File: src/rtl/pll_chk_pkg.sv
// Package: shared error record for the PLL configuration validator.
// Bit order is part of the port contract (bit 0 = p_zero ... bit 7 = vco_high).
package pll_chk_pkg;
    typedef struct packed {
        logic vco_high;   // bit 7
        logic vco_low;    // bit 6
        logic j_high;     // bit 5
        logic j_low;      // bit 4
        logic fdiv_high;  // bit 3
        logic fdiv_low;   // bit 2
        logic d_range;    // bit 1
        logic p_zero;     // bit 0
    } pll_err_t;
endpackage

File: src/rtl/pll_static_rules.sv
// Module: single-cycle rules that need no long product: encoding, divided
// reference window and J window, each picking integer or fractional limits.
// Assumes: limits in kHz; divided reference compared as MCLK vs P*limit.
module pll_static_rules
    import pll_chk_pkg::*;
#(
    parameter int REF_W         = 17,
    parameter int P_W           = 4,
    parameter int J_W           = 6,
    parameter int D_W           = 14,
    parameter int FRAC_SCALE    = 10000,
    parameter int FDIV_MIN_INT  = 2000,
    parameter int FDIV_MIN_FRAC = 10000,
    parameter int FDIV_MAX      = 20000,
    parameter int J_MIN         = 4,
    parameter int J_MAX_INT     = 55,
    parameter int J_MAX_FRAC    = 11
) (
    input  logic [REF_W-1:0] mclk_khz,
    input  logic [P_W-1:0]   pdiv,
    input  logic [J_W-1:0]   jmul,
    input  logic [D_W-1:0]   dfrac,
    output pll_err_t         rules
);
    logic        frac_mode;
    logic [63:0] fd_lo;
    logic [63:0] fd_hi;
    logic [63:0] j_hi;

    // Select mode-dependent limits and evaluate each rule.
    always_comb begin
        frac_mode = (dfrac != '0);
        fd_lo = 64'(pdiv) * 64'(frac_mode ? FDIV_MIN_FRAC : FDIV_MIN_INT);
        fd_hi = 64'(pdiv) * 64'(FDIV_MAX);
        j_hi  = 64'(frac_mode ? J_MAX_FRAC : J_MAX_INT);
        rules           = '0;
        rules.p_zero    = (pdiv == '0);
        rules.d_range   = (64'(dfrac) >= 64'(FRAC_SCALE));
        rules.fdiv_low  = (64'(mclk_khz) < fd_lo);
        rules.fdiv_high = (64'(mclk_khz) > fd_hi);
        rules.j_low     = (64'(jmul) < 64'(J_MIN));
        rules.j_high    = (64'(jmul) > j_hi);
    end
endmodule

File: config.mk
export PLATFORM = sky130hd
export DESIGN_NAME = pll_static_rules
export DESIGN_NICKNAME = d
export VERILOG_FILES = /design/src/rtl/pll_chk_pkg.sv /design/src/rtl/pll_static_rules.sv
export SDC_FILE = /design/constraint.sdc
export NUM_CORES = 1
export LEC_CHECK = 0
export ABC_AREA = 1
export ABC_CLOCK_PERIOD_IN_PS = 4400
export BUFFER_PORTS_ARGS = -buffer_cell sky130_fd_sc_hd__buf_4
export CELL_PAD_IN_SITES_DETAIL_PLACEMENT = 0
export CELL_PAD_IN_SITES_GLOBAL_PLACEMENT = 1
export CORE_AREA = 3 3 83 85
export DETAILED_ROUTE_END_ITERATION = 16
export DIE_AREA = 0 0 86 88
export GPL_TIMING_DRIVEN = 0
export PLACE_DENSITY = 0.72
export SYNTH_ARGS = -nofsm -noshare
export SYNTH_HDL_FRONTEND = slang
export SYNTH_SLANG_ARGS = --single-unit
File: constraint.sdc
create_clock -name vclk -period 4.4
set_clock_uncertainty 0.15 [all_clocks]
set_input_delay 0.44 -clock vclk [all_inputs]
set_output_delay 0.44 -clock vclk [all_outputs]
set_load 0.005 [all_outputs]
After elaboration in Yosys (flattened, before gate mapping). Cells that the tools add are included. W data, S select, Z words.

Register bits after elaboration: 0. Word-level logic and storage cells: 11. Output and inout port bits: 8. Input port bits: 41.

$mul: 2. Muxes and demuxes: 2. Reductions and logical operators: 2. Order comparisons: 5.

Operators with widths (count): $gt A17 B19 Y1 (1); $lt A17 B18 Y1 (1); $mul A4 B14 Y18 (1); $ge A14 B14 Y1 const B (1); $mul A4 B10 Y14 const B (1); $mux W14 (1); $reduce_bool A14 Y1 (1); $gt A6 B6 Y1 (1); $lt A6 B3 Y1 const B (1); $mux W6 (1); $logic_not A4 Y1 (1).

Logic depth before layout (Yosys ltp).
Depth in word-level cells: 4. Mapped depth: 29. Mapped depth without buffers: 29.

Worst setup path before layout. OpenSTA, ideal clock, no wires.

Path kind: input to output. From: input dfrac[5]. To: output rules[2] (netlist bit). Stages: 26. Buffers on the path: 0. Arrival: 3.659 ns. Path slack: 0.151 ns. Path through: nor2_1 nand2_1 nor2_2 nand2_4 inv_4 nand2_2 clkinv_1 fa_1 inv_1 fa_1 inv_1 ha_1 or2_1 nand2_1 nor2_1 nor2_1 xor2_1 ha_1 nand2_1 inv_1 nor2_1 o21a_1 o21ai_0 nand2_1 nand2_1 nor2_1.

RTL lines: from (decl) (line pll_static_rules.sv:22) `input logic [D_W-1:0] dfrac,`; to (decl) (line pll_static_rules.sv:23) `output pll_err_t rules`.

==> impl_metrics.tcl <==
set metrics [dict create \
    startpoint_type "primary input" \
    grt_util_all_layers_pct 14.3 \
    grt_pass1_vias 2016 \
    ys_seq_area_share_pct 0 \
    crit_path_top_delay_cell "buf_4" \
    synth-adder-area-share_pct 47.5 \
    synthTopCellsByArea "ha_1 39%, nand2_1 9.5%, fa_1 8.6%" \
    gp_congestion 0.828 \
    fin_ws_ns -0.218 \
    outcome "complete, but fails checks" \
    power_density_nw_per_um2 119 \
    syn_avg_cell_area_sq_um 6.96 \
    nClkBuffers 0 \
    fp-row-count 29 \
    synth-xor-area-share_pct 5.64 \
    drv_cap 0 \
    hpwl_microns 3980 \
    rsz0062_at_grt "true" \
    synth-compound-area-share_pct 10.7 \
    num-fill-cells 619 \
    drive_above_1_share_pct 33.9 \
    grt_max_degree 13 \
    worstPathArrival_ns 4.03 \
    ys_types 30 \
    ir_drop_uv 61.0 \
    fmax_mhz 217 \
    min_path_type "in -> out" \
    io_pins 49 \
    power.leakage_nw 1.53 \
    slowest_delay_ns 0.14 \
    finalNetCount 460 \
    antenna_found_initial 0 \
    syn_area_sq_um 1860 \
    critPathTopFamily "buffers and inverters" \
    die-area_sq_um 7570 \
    core_area_sq_um 6280 \
    wl_microns 5200 \
    netlist_instances 268 \
    synthSimpleGateAreaFrac_pct 26.6 \
    min_period_ns 4.62 \
    layout_worst_path_cycle_share_pct 105 \
    die_w_microns 86 \
    routedWlPerCell_microns 12.1 \
    final_cells 428 \
    portBuffers 47 \
    yosys_warnings 0 \
    drc_errors 0 \
    synthMuxAreaShare_pct 0 \
    start_util_pct 29.7 \
    drt_iter0_drc 44 \
    endpoint_kind "output pin" \
    timing.final.max_slew_violations 0 \
    violations "negative setup slack" \
    crit_type "in -> out" \
    area_growth_syn_to_layout_pct 47.6 \
    drtAntennaViolNets 0 \
    grt_overflow_total 0 \
    finalSetupViolCount 2 \
    grt_pass1_wl_microns 9000 \
    drtPass1Iterations 4 \
    die_height_microns 88 \
    required_ns 3.81 \
    seq_cells 0 \
    synth_top_family_by_area "adder cells" \
    crit_path_frequent_cell "buf_4" \
    regArea_sq_um 0 \
    finalHoldViolations 0 \
    path_buf_inv 27 \
    synthDominantCellAreaShare_pct 38.9 \
    placedCellCount 393 \
    yosysTopAreaCell "ha_1" \
    tns_ns -0.384 \
    n_antenna_cell 0 \
    viasPerCell 4.58 \
    multiInputGateArea_sq_um 1810 \
    cp_max_fo 2 \
    num_vias 1962 \
]
==> cell families after synthesis <==
family                     after synthesis
AOI/OAI and AO/OA                       35
xor gates and xnor gates                12
adders and majority gates               66
buffers and inverters                   44
other                                    1
and+or+nand+nor                        110
==> layer usage <==
| metal | vias up | track usage, % | wire length, microns |
|---|---|---|---|
| met5 | - | 0 | 0 |
| li1 | 1048 | - | - |
| met4 | 0 | 0.432 | 36 |
| met1 | 884 | 18.7 | 2430 |
| met3 | 4 | 0.376 | 140 |
| met2 | 26 | 27.6 | 2590 |
==> layout make-up <==
cell class / count / area share, %
multi-input cells: 225 / 65.8
well taps: 77 / 3.50
inverters: 42 / 6.09
plain buffers: 2 / 0.546
repair buffers: 82 / 24.0
==> per-stage QoR <==
step	hold WS [ns]	setup WS (ns)	power (W)	utilization [%]	instance area, sq um
after detailed placement	0.979	-0.567	0.000289	36.9	2320
after global placement	0.979	-0.618	0.000287	36.9	2320
after floorplan	0.760	0.151	0.000194	-	1870
final	0.977	-0.218	0.000326	43.8	2750
after global routing	0.993	-0.473	0.000379	43.8	2750
after CTS	0.981	-0.185	0.000324	43.2	2710
==> what timing repair did <==
item                       in CTS  in global routing
buffers inserted               34                  1
setup endpoints to repair       1                  3
hold buffers                    0                  0
resized for setup              33                 11
pin swaps                      28                 16
==> Yosys cell counts <==
master and instances:
nand2_4 1, a31oi_1 1, nand2_2 4, or2_1 1, nand4_1 4, o21ai_0 7
xnor2_1 4, a21boi_0 1, nor2_1 26, ha_1 58, inv_4 1, nor2_2 4
o21ai_1 1, inv_1 40, o21a_1 4, o21bai_1 1, nand4_2 1, a21oi_1 17
a21o_1 3, nor4_1 1, fa_1 8, clkinv_1 1, conb_1 1, nand3b_1 1
nor3_1 3, or2_2 2, xor2_1 8, buf_4 2, nand3_1 15, nand2_1 47
==> placed cells by master, fill, tap and decap left out, types with 2 or more instances in the layout <==
master and count:
buf_4 72, ha_1 56, nand2_1 45, inv_1 37
nor2_1 19, a21oi_1 17, nand3_1 12, buf_6 12
xor2_1 8, nor2_2 7, fa_1 7, o21ai_0 6
nand2_2 5, nor2_4 4, xnor2_1 4, nand4_1 4
o21a_1 4, inv_2 3, nand3_2 3, a21o_1 3
or2_2 2, ha_4 2, conb_1 2
==> final timing paths <==
check	slack [ns]	cells past startpoint	to	start
setup / recovery	-0.22	31	rules[1]	dfrac[4]
hold / removal	0.98	3	rules[4]	jmul[3]
==> power by group <==
group	total (W)	internal, W	leakage, nW	switching, W
Sequential	0	0	0	0
Combinational	0.000326	0.000155	1.53	0.000171
Clock	0	0	0	0
Total	0.000326	0.000155	1.53	0.000171
Power figures use the tool's default switching activity.
